===== config.mk =====
export PLATFORM = sky130hd
export DESIGN_NAME = bbox_label_tracker
export DESIGN_NICKNAME = d
export VERILOG_FILES = /design/src/rtl/bbox_pkg.sv /design/src/rtl/bbox_coord_gen.sv /design/src/rtl/bbox_rec_ram.sv /design/src/rtl/bbox_merge.sv /design/src/rtl/bbox_readout.sv /design/src/rtl/bbox_label_tracker.sv
export SDC_FILE = /design/constraint.sdc
export NUM_CORES = 1
export LEC_CHECK = 0
export CORE_MARGIN = 5
export CORE_UTILIZATION = 30
export DETAILED_ROUTE_END_ITERATION = 7
export DONT_BUFFER_PORTS = 1
export SETUP_SLACK_MARGIN = 0.1
export SYNTH_ARGS = -nofsm -noshare
export SYNTH_HDL_FRONTEND = slang
export SYNTH_SLANG_ARGS = --single-unit

===== constraint.sdc =====
create_clock -name clk -period 10.18 [get_ports clk]
set_input_delay 1.018 -clock clk [delete_from_list [all_inputs] [get_ports clk]]
set_output_delay 1.018 -clock clk [all_outputs]
set_load 0.02 [all_outputs]

===== src/rtl/bbox_pkg.sv =====
package bbox_pkg;

  // Readout sequencer state
  typedef enum logic {
    RO_IDLE = 1'b0,
    RO_SCAN = 1'b1
  } ro_state_t;

  // Number of coordinate fields in one record (x_lo, x_hi, y_lo, y_hi)
  localparam int REC_FIELDS = 4;

endpackage


===== src/rtl/bbox_coord_gen.sv =====
module bbox_coord_gen #(
  parameter int CRD_W = 8
) (
  input  logic             clk,
  input  logic             rst,
  input  logic             step,
  input  logic             sof,
  input  logic             eol,
  output logic [CRD_W-1:0] cur_x,
  output logic [CRD_W-1:0] cur_y
);

  logic [CRD_W-1:0] cnt_x;
  logic [CRD_W-1:0] cnt_y;

  // A start-of-frame pixel is at the origin regardless of counter state
  always_comb begin
    cur_x = sof ? '0 : cnt_x;
    cur_y = sof ? '0 : cnt_y;
  end

  always_ff @(posedge clk) begin
    if (rst) begin
      cnt_x <= '0;
      cnt_y <= '0;
    end else if (step) begin
      if (eol) begin
        cnt_x <= '0;
        cnt_y <= cur_y + 1'b1;
      end else begin
        cnt_x <= cur_x + 1'b1;
        cnt_y <= cur_y;
      end
    end
  end

endmodule


===== src/rtl/bbox_rec_ram.sv =====
module bbox_rec_ram #(
  parameter int AW = 4,
  parameter int DW = 32
) (
  input  logic          clk,
  input  logic          we,
  input  logic [AW-1:0] waddr,
  input  logic [DW-1:0] wdata,
  input  logic [AW-1:0] raddr,
  output logic [DW-1:0] rdata
);

  localparam int DEPTH = 1 << AW;

  logic [DW-1:0] mem [DEPTH];

  // Simple dual-port, registered read, read-before-write on a collision
  always_ff @(posedge clk) begin
    if (we) mem[waddr] <= wdata;
    rdata <= mem[raddr];
  end

endmodule


===== src/rtl/bbox_merge.sv =====
module bbox_merge #(
  parameter int CRD_W = 8
) (
  input  logic [bbox_pkg::REC_FIELDS*CRD_W-1:0] old_rec,
  input  logic                                  fresh,
  input  logic [CRD_W-1:0]                      px_x,
  input  logic [CRD_W-1:0]                      px_y,
  output logic [bbox_pkg::REC_FIELDS*CRD_W-1:0] new_rec
);

  // Field order inside a record, lowest slice first: x_lo, x_hi, y_lo, y_hi
  localparam int NF = bbox_pkg::REC_FIELDS;

  for (genvar f = 0; f < NF; f++) begin : g_field
    localparam bit IS_HI = (f % 2) == 1;
    localparam bit IS_Y  = f >= 2;
    logic [CRD_W-1:0] cur;
    logic [CRD_W-1:0] pos;
    logic             take;
    always_comb begin
      cur  = old_rec[f*CRD_W +: CRD_W];
      pos  = IS_Y ? px_y : px_x;
      take = fresh || (IS_HI ? (pos > cur) : (pos < cur));
      new_rec[f*CRD_W +: CRD_W] = take ? pos : cur;
    end
  end

endmodule


===== src/rtl/bbox_readout.sv =====
module bbox_readout #(
  parameter int LBL_W = 4
) (
  input  logic             clk,
  input  logic             rst,
  input  logic             start,
  output logic             issue_v,
  output logic [LBL_W-1:0] issue_lbl,
  output logic             ret_v,
  output logic [LBL_W-1:0] ret_lbl
);

  import bbox_pkg::*;

  localparam logic [LBL_W-1:0] LAST_LBL = {LBL_W{1'b1}};

  ro_state_t        state;
  logic [LBL_W-1:0] idx;

  assign issue_v   = (state == RO_SCAN);
  assign issue_lbl = idx;

  always_ff @(posedge clk) begin
    if (rst) begin
      state   <= RO_IDLE;
      idx     <= '0;
      ret_v   <= 1'b0;
      ret_lbl <= '0;
    end else begin
      ret_v   <= issue_v;
      ret_lbl <= idx;
      case (state)
        RO_IDLE: begin
          if (start) begin
            state <= RO_SCAN;
            idx   <= {{(LBL_W-1){1'b0}}, 1'b1};
          end
        end
        RO_SCAN: begin
          if (idx == LAST_LBL) state <= RO_IDLE;
          else                 idx   <= idx + 1'b1;
        end
        default: state <= RO_IDLE;
      endcase
    end
  end

endmodule


===== src/rtl/bbox_label_tracker.sv =====
module bbox_label_tracker #(
  parameter int LBL_W = 4,
  parameter int CRD_W = 8
) (
  input  logic             clk,
  input  logic             rst,
  input  logic             px_valid,
  input  logic [LBL_W-1:0] px_label,
  input  logic             px_sof,
  input  logic             px_eol,
  input  logic             px_eof,
  output logic             busy,
  output logic             rd_valid,
  output logic [LBL_W-1:0] rd_label,
  output logic             rd_seen,
  output logic [CRD_W-1:0] rd_x_lo,
  output logic [CRD_W-1:0] rd_x_hi,
  output logic [CRD_W-1:0] rd_y_lo,
  output logic [CRD_W-1:0] rd_y_hi
);

  localparam int NUM_LBL = 1 << LBL_W;
  localparam int REC_W   = bbox_pkg::REC_FIELDS * CRD_W;

  // ---------------- stage 0: accept and position ----------------
  logic             accept;
  logic             restart;
  logic [CRD_W-1:0] cur_x;
  logic [CRD_W-1:0] cur_y;

  logic             s1_eof;
  logic             rd_issue_v;
  logic [LBL_W-1:0] rd_issue_lbl;
  logic             rd_ret_v;
  logic [LBL_W-1:0] rd_ret_lbl;

  always_comb begin
    busy    = s1_eof | rd_issue_v | rd_ret_v;
    accept  = px_valid & ~busy;
    restart = accept & px_sof;
  end

  bbox_coord_gen #(.CRD_W(CRD_W)) u_coord (
    .clk   (clk),
    .rst   (rst),
    .step  (accept),
    .sof   (px_sof),
    .eol   (px_eol),
    .cur_x (cur_x),
    .cur_y (cur_y)
  );

  // ---------------- stage 1 registers ----------------
  logic             s1_upd;
  logic [LBL_W-1:0] s1_lbl;
  logic [CRD_W-1:0] s1_x;
  logic [CRD_W-1:0] s1_y;

  always_ff @(posedge clk) begin
    if (rst) begin
      s1_upd <= 1'b0;
      s1_eof <= 1'b0;
      s1_lbl <= '0;
      s1_x   <= '0;
      s1_y   <= '0;
    end else begin
      s1_upd <= accept & (px_label != '0);
      s1_eof <= accept & px_eof;
      s1_lbl <= px_label;
      s1_x   <= cur_x;
      s1_y   <= cur_y;
    end
  end

  // ---------------- record table ----------------
  logic [LBL_W-1:0] ram_raddr;
  logic [REC_W-1:0] ram_rdata;
  logic             wr_en;
  logic [REC_W-1:0] new_rec;

  assign ram_raddr = rd_issue_v ? rd_issue_lbl : px_label;

  bbox_rec_ram #(.AW(LBL_W), .DW(REC_W)) u_table (
    .clk   (clk),
    .we    (wr_en),
    .waddr (s1_lbl),
    .wdata (new_rec),
    .raddr (ram_raddr),
    .rdata (ram_rdata)
  );

  // ---------------- shared update unit with forwarding ----------------
  logic [NUM_LBL-1:0] seen;
  logic               fwd_v;
  logic [LBL_W-1:0]   fwd_lbl;
  logic [REC_W-1:0]   fwd_rec;
  logic [REC_W-1:0]   base_rec;
  logic               fresh;

  always_comb begin
    base_rec = (fwd_v && (fwd_lbl == s1_lbl)) ? fwd_rec : ram_rdata;
    fresh    = ~seen[s1_lbl];
    wr_en    = s1_upd & ~restart;
  end

  bbox_merge #(.CRD_W(CRD_W)) u_merge (
    .old_rec (base_rec),
    .fresh   (fresh),
    .px_x    (s1_x),
    .px_y    (s1_y),
    .new_rec (new_rec)
  );

  always_ff @(posedge clk) begin
    if (rst) begin
      fwd_v   <= 1'b0;
      fwd_lbl <= '0;
      fwd_rec <= '0;
    end else begin
      fwd_v   <= wr_en;
      fwd_lbl <= s1_lbl;
      fwd_rec <= new_rec;
    end
  end

  always_ff @(posedge clk) begin
    if (rst) begin
      seen <= '0;
    end else if (restart) begin
      seen <= '0;
    end else begin
      if (wr_en)    seen[s1_lbl]     <= 1'b1;
      if (rd_ret_v) seen[rd_ret_lbl] <= 1'b0;
    end
  end

  // ---------------- readout ----------------
  bbox_readout #(.LBL_W(LBL_W)) u_readout (
    .clk       (clk),
    .rst       (rst),
    .start     (s1_eof),
    .issue_v   (rd_issue_v),
    .issue_lbl (rd_issue_lbl),
    .ret_v     (rd_ret_v),
    .ret_lbl   (rd_ret_lbl)
  );

  logic ret_seen;
  assign ret_seen = seen[rd_ret_lbl];

  always_ff @(posedge clk) begin
    if (rst) begin
      rd_valid <= 1'b0;
      rd_label <= '0;
      rd_seen  <= 1'b0;
      rd_x_lo  <= '0;
      rd_x_hi  <= '0;
      rd_y_lo  <= '0;
      rd_y_hi  <= '0;
    end else begin
      rd_valid <= rd_ret_v;
      rd_label <= rd_ret_lbl;
      rd_seen  <= rd_ret_v & ret_seen;
      rd_x_lo  <= ret_seen ? ram_rdata[0*CRD_W +: CRD_W] : '0;
      rd_x_hi  <= ret_seen ? ram_rdata[1*CRD_W +: CRD_W] : '0;
      rd_y_lo  <= ret_seen ? ram_rdata[2*CRD_W +: CRD_W] : '0;
      rd_y_hi  <= ret_seen ? ram_rdata[3*CRD_W +: CRD_W] : '0;
    end
  end

endmodule


After elaboration in Yosys (flattened, before gate mapping)
Memory sizes are Yosys's and may differ from the RTL's. A register that Yosys moved wholly into a read port is not among the register bits.
Cells that the tools add are included.
{"block": "op_classes", "add_sub_neg": 3, "n_lt_le_gt_ge": 8, "n_eq_ne": 4, "muxes": 30, "n_bitwise": 16, "n_reduce_logical": 11}
{"cell": "$mux 16", "n": 4}
{"cell": "$mux 8", "n": 8}
{"cell": "$mux 32", "n": 1}
{"cell": "$add 8x1->8 const B", "n": 2}
{"cell": "$and 16x16->16", "n": 1}
{"cell": "$gt 8x8->1", "n": 2}
{"cell": "$lt 8x8->1", "n": 2}
{"cell": "$not 16->16", "n": 1}
{"cell": "$or 16x16->16", "n": 1}
{"cell": "$mux 4", "n": 3}
{"cell": "$lt 4x5->1 const B", "n": 2}
{"cell": "$bmux 1 s4", "n": 2}
{"cell": "$demux 1 s4", "n": 2}
{"cell": "$ge 4x1->1 const B", "n": 2}
{"cell": "$mux 1", "n": 8}
{"cell": "$pmux 4 s2", "n": 1}
{"cell": "$and 1x1->1", "n": 6}
{"cell": "$not 1->1", "n": 5}
{"cell": "$add 4x1->4 const B", "n": 1}
{"cell": "$eq 4x4->1", "n": 1}
{"cell": "$eq 4x4->1 const B", "n": 1}
{"cell": "$logic_or 1x1->1", "n": 4}
{"cell": "$ne 2x2->1 const B", "n": 2}
{"cell": "$reduce_bool 4->1", "n": 1}
{"cell": "other kinds (5)", "n": 9}
{"block": "totals", "register_bits": 139, "mem_bits_rw": 512, "in_bits": 10, "elab_cells": 95, "memories": 1}
{"memory": "u_table.mem", "words": 16, "word_bits": 32, "rd": 1, "rd_ports_with_merged_regs": 1, "write_ports": 1, "line": "bbox_rec_ram.sv:15", "rtl": "logic [DW-1:0] mem [DEPTH];"}

Longest topological paths before layout
{"block": "depth", "depth_word": 12, "mapped_depth": 15}

Cells and area by module
From an unflattened synthesis, not the netlist that was laid out.
{"block": "hier_totals", "hier_cells": 1596, "hier_area_um2": 26888.3}
{"module": "bbox_rec_ram", "instances": 1, "cells_each": 838, "area_each_um2": 19854.0, "seq_area_each_um2": 16015.4}
{"module": "bbox_label_tracker", "instances": 1, "cells_each": 452, "area_each_um2": 4546.9, "seq_area_each_um2": 2262.2}
{"module": "bbox_merge", "instances": 1, "cells_each": 148, "area_each_um2": 1173.6, "seq_area_each_um2": 0.0}
{"module": "bbox_coord_gen", "instances": 1, "cells_each": 125, "area_each_um2": 959.7, "seq_area_each_um2": 320.3}
{"module": "bbox_readout", "instances": 1, "cells_each": 33, "area_each_um2": 354.1, "seq_area_each_um2": 200.2}

Worst setup path after synthesis
Ideal clock, no wire load.
{"block": "synth_path", "path_kind": "in2reg", "from": "input px_valid", "to": "register seen[0]", "setup_time_ns": 0.073, "t_arrival_ns": 5.694, "required_time_ns": 10.107, "slack_ns": 4.413, "stages": 6, "cell_sequence": "or4b_1 > clkbuf_1 > o21ai_1 > nor2_1 > nor4b_1 > o221a_2"}
{"block": "synth_via", "elab_chain_cells": 9, "elab_cells_between_ends": 10, "cone_classes": "4 x mux; 5 x bitwise; 1 x reduce/logical"}
{"item": "start: declaration", "line": "bbox_label_tracker.sv:7", "rtl": "input logic px_valid,"}
{"item": "$and 1x1->1 (*)", "line": "bbox_label_tracker.sv:39", "rtl": "accept = px_valid & ~busy;"}
{"item": "$and 1x1->1 (*)", "line": "bbox_label_tracker.sv:40", "rtl": "restart = accept & px_sof;"}
{"item": "$not 1->1", "line": "bbox_label_tracker.sv:103", "rtl": "wr_en = s1_upd & ~restart;"}
{"item": "$and 1x1->1", "line": "bbox_label_tracker.sv:103"}
{"item": "$mux 16", "line": "bbox_label_tracker.sv:132", "rtl": "if (wr_en) seen[s1_lbl] <= 1'b1;"}
{"item": "$mux 16", "line": "bbox_label_tracker.sv:129", "rtl": "end else if (restart) begin"}
{"item": "$mux 16", "line": "bbox_label_tracker.sv:127", "rtl": "if (rst) begin"}
{"item": "$and 16x16->16 (no line)"}
{"item": "$mux 16", "line": "bbox_label_tracker.sv:133", "rtl": "if (rd_ret_v) seen[rd_ret_lbl] <= 1'b0;"}
{"item": "end signal: assignment", "line": "bbox_label_tracker.sv:128", "rtl": "seen <= '0;"}
{"item": "end signal: assignment", "line": "bbox_label_tracker.sv:130", "rtl": "seen <= '0;"}
{"item": "end signal: indexed assignment", "line": "bbox_label_tracker.sv:133"}
{"item": "end: declaration", "line": "bbox_label_tracker.sv:93", "rtl": "logic [NUM_LBL-1:0] seen;"}
Mark *: on every way between the ends. The rest lies on a longest branch, timed or not. The select of a mux whose other input is x is not followed.
A chain may end at the register's enable or synchronous reset.

Worst setup path in the final report
{"block": "layout_path", "from": "register s1_lbl[0]", "to": "memory u_table.mem[7][9] (data pin)"}
{"block": "layout_via", "elab_chain_cells": 6, "elab_cells_between_ends": 9, "cone_classes": "1 x order compare; 1 x eq/ne; 4 x mux; 1 x bitwise; 2 x reduce/logical"}
{"item": "start: declaration", "line": "bbox_label_tracker.sv:55", "rtl": "logic [LBL_W-1:0] s1_lbl;"}
{"item": "start signal: assignment", "line": "bbox_label_tracker.sv:69", "rtl": "s1_lbl <= px_label;"}
{"item": "$eq 4x4->1", "line": "bbox_label_tracker.sv:101", "rtl": "base_rec = (fwd_v && (fwd_lbl == s1_lbl)) ? fwd_rec : ram_rdata;"}
{"item": "$logic_and 1x1->1", "line": "bbox_label_tracker.sv:101"}
{"item": "$mux 32", "line": "bbox_label_tracker.sv:101"}
{"item": "$gt 8x8->1", "line": "bbox_merge.sv:23", "rtl": "take = fresh || (IS_HI ? (pos > cur) : (pos < cur));"}
{"item": "$logic_or 1x1->1", "line": "bbox_merge.sv:23"}
{"item": "$mux 8 (*)", "line": "bbox_merge.sv:24", "rtl": "new_rec[f*CRD_W +: CRD_W] = take ? pos : cur;"}
{"item": "named net new_rec[9]", "line": "bbox_label_tracker.sv:79", "rtl": "logic [REC_W-1:0] new_rec;"}
{"item": "end: declaration", "line": "bbox_rec_ram.sv:15"}
The timed path passes the listed nets; every way through them passes the cells marked *. The select of a mux whose other input is x is not followed.

==> qor.txt <==
SYNTH
----------------------------------------------------------------------------------
Number of warnings printed during yosys synthesis                                0
Post-synthesis instance total                                                1,542
Fraction of synthesized cell area taken by the top area cell type           57.92%
EDFF count, synth                                                              512
Top cell type by total area after synthesis                           sky130_fd_sc_hd__edfxtp_1
Async S/R FF share, synth                                                       0%
Yosys reg bits                                                                 683
Synth area leaders                                                    sky130_fd_sc_hd__edfxtp_1 (58%), sky130_fd_sc_hd__dfxtp_1 (13%), sky130_fd_sc_hd__mux4_2 (11%), sky130_fd_sc_hd__and2_1 (1.9%), sky130_fd_sc_hd__ha_1 (1.6%)
Top flip-flop cell by instance count after synthesis                  sky130_fd_sc_hd__edfxtp_1
Post-synthesis sequential area ratio                                        70.82%
Synthesized net count                                                        1,585
Syn_area_per_cell                                                       17.21 um^2
Synth Cell Area                                                        26,540 um^2
Synth cell types                                                                55

LAYOUT
----------------------------------------------------------------------------------
Combined flip-flop and latch cell area                                 18,800 um^2
Share of final-layout standard cells stronger than drive strength 1         21.41%
Net count, final                                                             1,606
Area of combinational cells with multiple inputs                         7428 um^2
Final Util                                                                  34.56%
Number of non-filler instances in the completed layout                       2,786
Area Growth Syn to Fin                                                      14.70%
Post-route standard cell area excluding fillers                        30,450 um^2
Count of inserted antenna diode cells                                            0
Fill cell count                                                              8,355

STA
----------------------------------------------------------------------------------
Number of endpoints with negative hold slack in the final report                 0
Maximum clock rate                                                       193.4 MHz
Clock skew after layout                                                 0.02794 ns
Period utilization                                                          50.80%
Setup TNS Final                                                               0 ns
Relative slew slack                                                         15.50%
Shortest period the worst path allows                                     5.171 ns
Final count of pins violating max slew                                           0
Setup repair after global routing missed its margin                             no
Worst hold slack across all endpoints                                    0.4538 ns
Worst Max-Slew Pin Slew                                                   1.268 ns
Final number of setup-violating endpoints                                        0

GRT
----------------------------------------------------------------------------------
Wire length of the first global-routing pass                             95,120 um
Pin count of the biggest net entering global routing                           129
Gr ovfl total                                                                    0
Via count of the first global-routing pass                                  14,220
Antenna violations before repair                                                 3
All-Layer GR Usage                                                          13.43%

FLOORPLAN
----------------------------------------------------------------------------------
DIE HEIGHT                                                                307.5 um
Die span in x                                                             307.5 um
Placeable core region                                                  88,100 um^2
Top-level port count                                                            49
Die Outline Area                                                       94,530 um^2
Effective utilization at floorplan                                          30.13%
Floorplan row count                                                            109

CRITICAL PATH
----------------------------------------------------------------------------------
CP arrival                                                                 5.40 ns
Top fanout value on the critical path                                           34
Type of origin of the critical path                                           flop
Start-to-end type of the worst setup path                               reg -> reg
CP endpoint kind                                                              flop
Required time reported for the critical path endpoint                     10.40 ns

CTS
----------------------------------------------------------------------------------
Maximum level of the CTS H-tree                                                  3
Number of hold buffers added after cts                                           0
Root buffer selected by CTS                                           sky130_fd_sc_hd__clkbuf_16
CTS tree                                                                       yes
Sink Count                                                                     683
Latest clock arrival within the worst-skew pair                            0.61 ns
Resized Gates After CTS                                                          0
CTS Buf Count                                                                   72
Number of buffers on the longest clock path                                      3
Clock transition at the registers of the reported paths                    0.06 ns
Number of buffers added for setup after CTS                                      0

PLACEMENT
----------------------------------------------------------------------------------
Cell total after placement                                                   2,654
RD Place Congestion                                                         0.7798
Sum of net half-perimeters after detailed placement                      34,480 um
Standard cell area after detailed placement                            28,040 um^2
Count of buffers from port buffering                                             0

DRT
----------------------------------------------------------------------------------
Drc violations                                                                   0
Total detailed-routing wirelength                                        64,140 um
Number of nets with antenna violations after routing                             0
Number of DRC violations after detailed-routing iteration 0                  1,307
Total via count in the routed design                                        13,950
Vias per inst                                                                5.006
Per-cell routed wire length                                               23.02 um
First-pass DRT Iterations                                                        5

FLOW RUN
----------------------------------------------------------------------------------
Max-cap viol count                                                               0

MIN PATH
----------------------------------------------------------------------------------
Worst hold path class                                                   reg -> reg

PWR
----------------------------------------------------------------------------------
Leakage dissipation                                                       9.990 nW
Peak ir drop on the vdd network                                          0.1398 mV
Power density over the cells                                          195.3 nW/um^2

STATUS
----------------------------------------------------------------------------------
Run status                                                            finished clean

-- layout by cell type, fill, tap and decap left out, types with 7 or more instances in the layout --
cell type and n:
sky130_fd_sc_hd__a21o_1 7, sky130_fd_sc_hd__o21ai_0 14, sky130_fd_sc_hd__clkbuf_1 22, sky130_fd_sc_hd__dfxtp_1 171, sky130_fd_sc_hd__xnor2_1 7, sky130_fd_sc_hd__o221a_2 18, sky130_fd_sc_hd__and2_1 79, sky130_fd_sc_hd__nand3_1 13
sky130_fd_sc_hd__buf_4 28, sky130_fd_sc_hd__ha_1 33, sky130_fd_sc_hd__clkinv_2 8, sky130_fd_sc_hd__nand2_1 87, sky130_fd_sc_hd__clkbuf_16 77, sky130_fd_sc_hd__nor2b_1 35, sky130_fd_sc_hd__inv_1 27, sky130_fd_sc_hd__mux2i_1 33
sky130_fd_sc_hd__edfxtp_1 512, sky130_fd_sc_hd__a21oi_1 36, sky130_fd_sc_hd__nor2_4 10, sky130_fd_sc_hd__mux4_2 135, sky130_fd_sc_hd__nor2_1 57, sky130_fd_sc_hd__mux2_2 22, sky130_fd_sc_hd__bufinv_16 7, sky130_fd_sc_hd__a31oi_1 35
sky130_fd_sc_hd__a211oi_1 48, sky130_fd_sc_hd__mux2_4 10
-- registers in the layout, summed over array words and instances (netlist names), 16 cells and up --
name,cells
u_table.rdata,32
u_table.mem,512
fwd_rec,32
seen,16
-- worst max-delay path, cell delays in order (launching register included) --
cell                       delay (ns)
sky130_fd_sc_hd__dfxtp_1         0.67
sky130_fd_sc_hd__xnor2_1         0.20
sky130_fd_sc_hd__nand3_1         0.24
sky130_fd_sc_hd__nor2_4          0.15
sky130_fd_sc_hd__buf_4           0.50
sky130_fd_sc_hd__mux2i_1         0.35
sky130_fd_sc_hd__ha_1            0.29
sky130_fd_sc_hd__a21o_1          0.16
sky130_fd_sc_hd__a21oi_1         0.18
sky130_fd_sc_hd__o211ai_1        0.11
sky130_fd_sc_hd__a21oi_1         0.59
sky130_fd_sc_hd__buf_4           0.31
sky130_fd_sc_hd__nor2_1          0.07
sky130_fd_sc_hd__a21oi_1         0.92
-- report_power, final --
part           total, mW  switching (mW)  leakage (nW)  internal [mW]
clock network       2.65            1.05          1.18           1.61
logic              0.257           0.152          2.68          0.105
registers           3.04          0.0364          6.13           3.00
-- synthesized netlist by cell type, types with 2 or more instances --
cell type                  number
sky130_fd_sc_hd__edfxtp_1     512
sky130_fd_sc_hd__clkbuf_1      46
sky130_fd_sc_hd__or2_2          2
sky130_fd_sc_hd__nand2b_1       5
sky130_fd_sc_hd__mux4_1         2
sky130_fd_sc_hd__mux2i_1       37
sky130_fd_sc_hd__ha_1          33
sky130_fd_sc_hd__nor3_1         9
sky130_fd_sc_hd__o211ai_1       2
sky130_fd_sc_hd__a21o_1         7
sky130_fd_sc_hd__a21oi_1       36
sky130_fd_sc_hd__a32oi_1        2
sky130_fd_sc_hd__nand2_1       87
sky130_fd_sc_hd__and2_1        79
sky130_fd_sc_hd__buf_1          8
sky130_fd_sc_hd__inv_1         27
sky130_fd_sc_hd__mux2_2        22
sky130_fd_sc_hd__nor2_1        67
sky130_fd_sc_hd__a211oi_1      48
sky130_fd_sc_hd__nand3b_1       4
sky130_fd_sc_hd__nor2b_1       36
sky130_fd_sc_hd__nand4_1        6
sky130_fd_sc_hd__mux4_2       135
sky130_fd_sc_hd__o21ai_0       14
sky130_fd_sc_hd__a22oi_1        2
sky130_fd_sc_hd__nand3_1       13
sky130_fd_sc_hd__o221a_2       18
sky130_fd_sc_hd__nor4_1         5
sky130_fd_sc_hd__mux2_4        10
sky130_fd_sc_hd__buf_2         19
sky130_fd_sc_hd__buf_4          7
sky130_fd_sc_hd__dfxtp_1      171
sky130_fd_sc_hd__xnor2_1        7
sky130_fd_sc_hd__nor4b_1        3
sky130_fd_sc_hd__buf_6          2
sky130_fd_sc_hd__or3_1          4
sky130_fd_sc_hd__a31oi_1       35
sky130_fd_sc_hd__or4_1          3
-- metrics by stage --
stage	power, mW	worst slack, ns
3_3_place_gp	3.351	5.302
3_5_place_dp	3.355	5.020
6_report	5.946	5.009
5_1_grt	6.154	4.584
4_1_cts	6.016	4.965
2_1_floorplan	3.271	4.413
-- metal layers --
metal  vias to the layer above  wire [um]  GRT usage (%)
met5                         -          0              0
met4                         0       1535          4.120
met3                        97       4315          2.937
met2                       445      29950          21.24
met1                      7328      28340          18.69
li1                       6078          -              -
-- layout make-up --
type | count | share of cell area (%)
Sequential cell | 683 | 61.74
Multi-Input combinational cell | 749 | 24.40
Clock buffer | 105 | 6.871
Tap cell | 1165 | 4.788
Clock inverter | 27 | 1.044
Timing Repair Buffer | 30 | 0.8219
Inverter | 27 | 0.3329
-- cells by family (layout without fill, tap and decap cells) --
group / Yosys count / in the layout / synth area share [%]
AO/OA/AOI/OAI: 172 / 172 / 4.596
multiplexers: 206 / 206 / 14.55
flip-flops: 683 / 683 / 70.82
buffers and inverters: 110 / 189 / 1.843
XOR/XNOR: 8 / 8 / 0.2640
adder cells (fa/ha/maj): 33 / 33 / 1.556
AND/OR/NAND/NOR: 330 / 330 / 6.373
-- final timing paths --
| check | startpoint | end | slack, ns | cells past startpoint |
|---|---|---|---|---|
| max | s1_lbl[0] | u_table.mem[7][9] | 5.01 | 13 |
| min | u_coord.cnt_x[1] | u_coord.cnt_x[1] | 0.45 | 2 |
| max reg2reg | s1_lbl[0] | u_table.mem[7][9] | 5.01 | 13 |
| min reg2reg | u_coord.cnt_x[1] | u_coord.cnt_x[1] | 0.45 | 2 |
No activity file was read; power rests on OpenSTA's default activity.
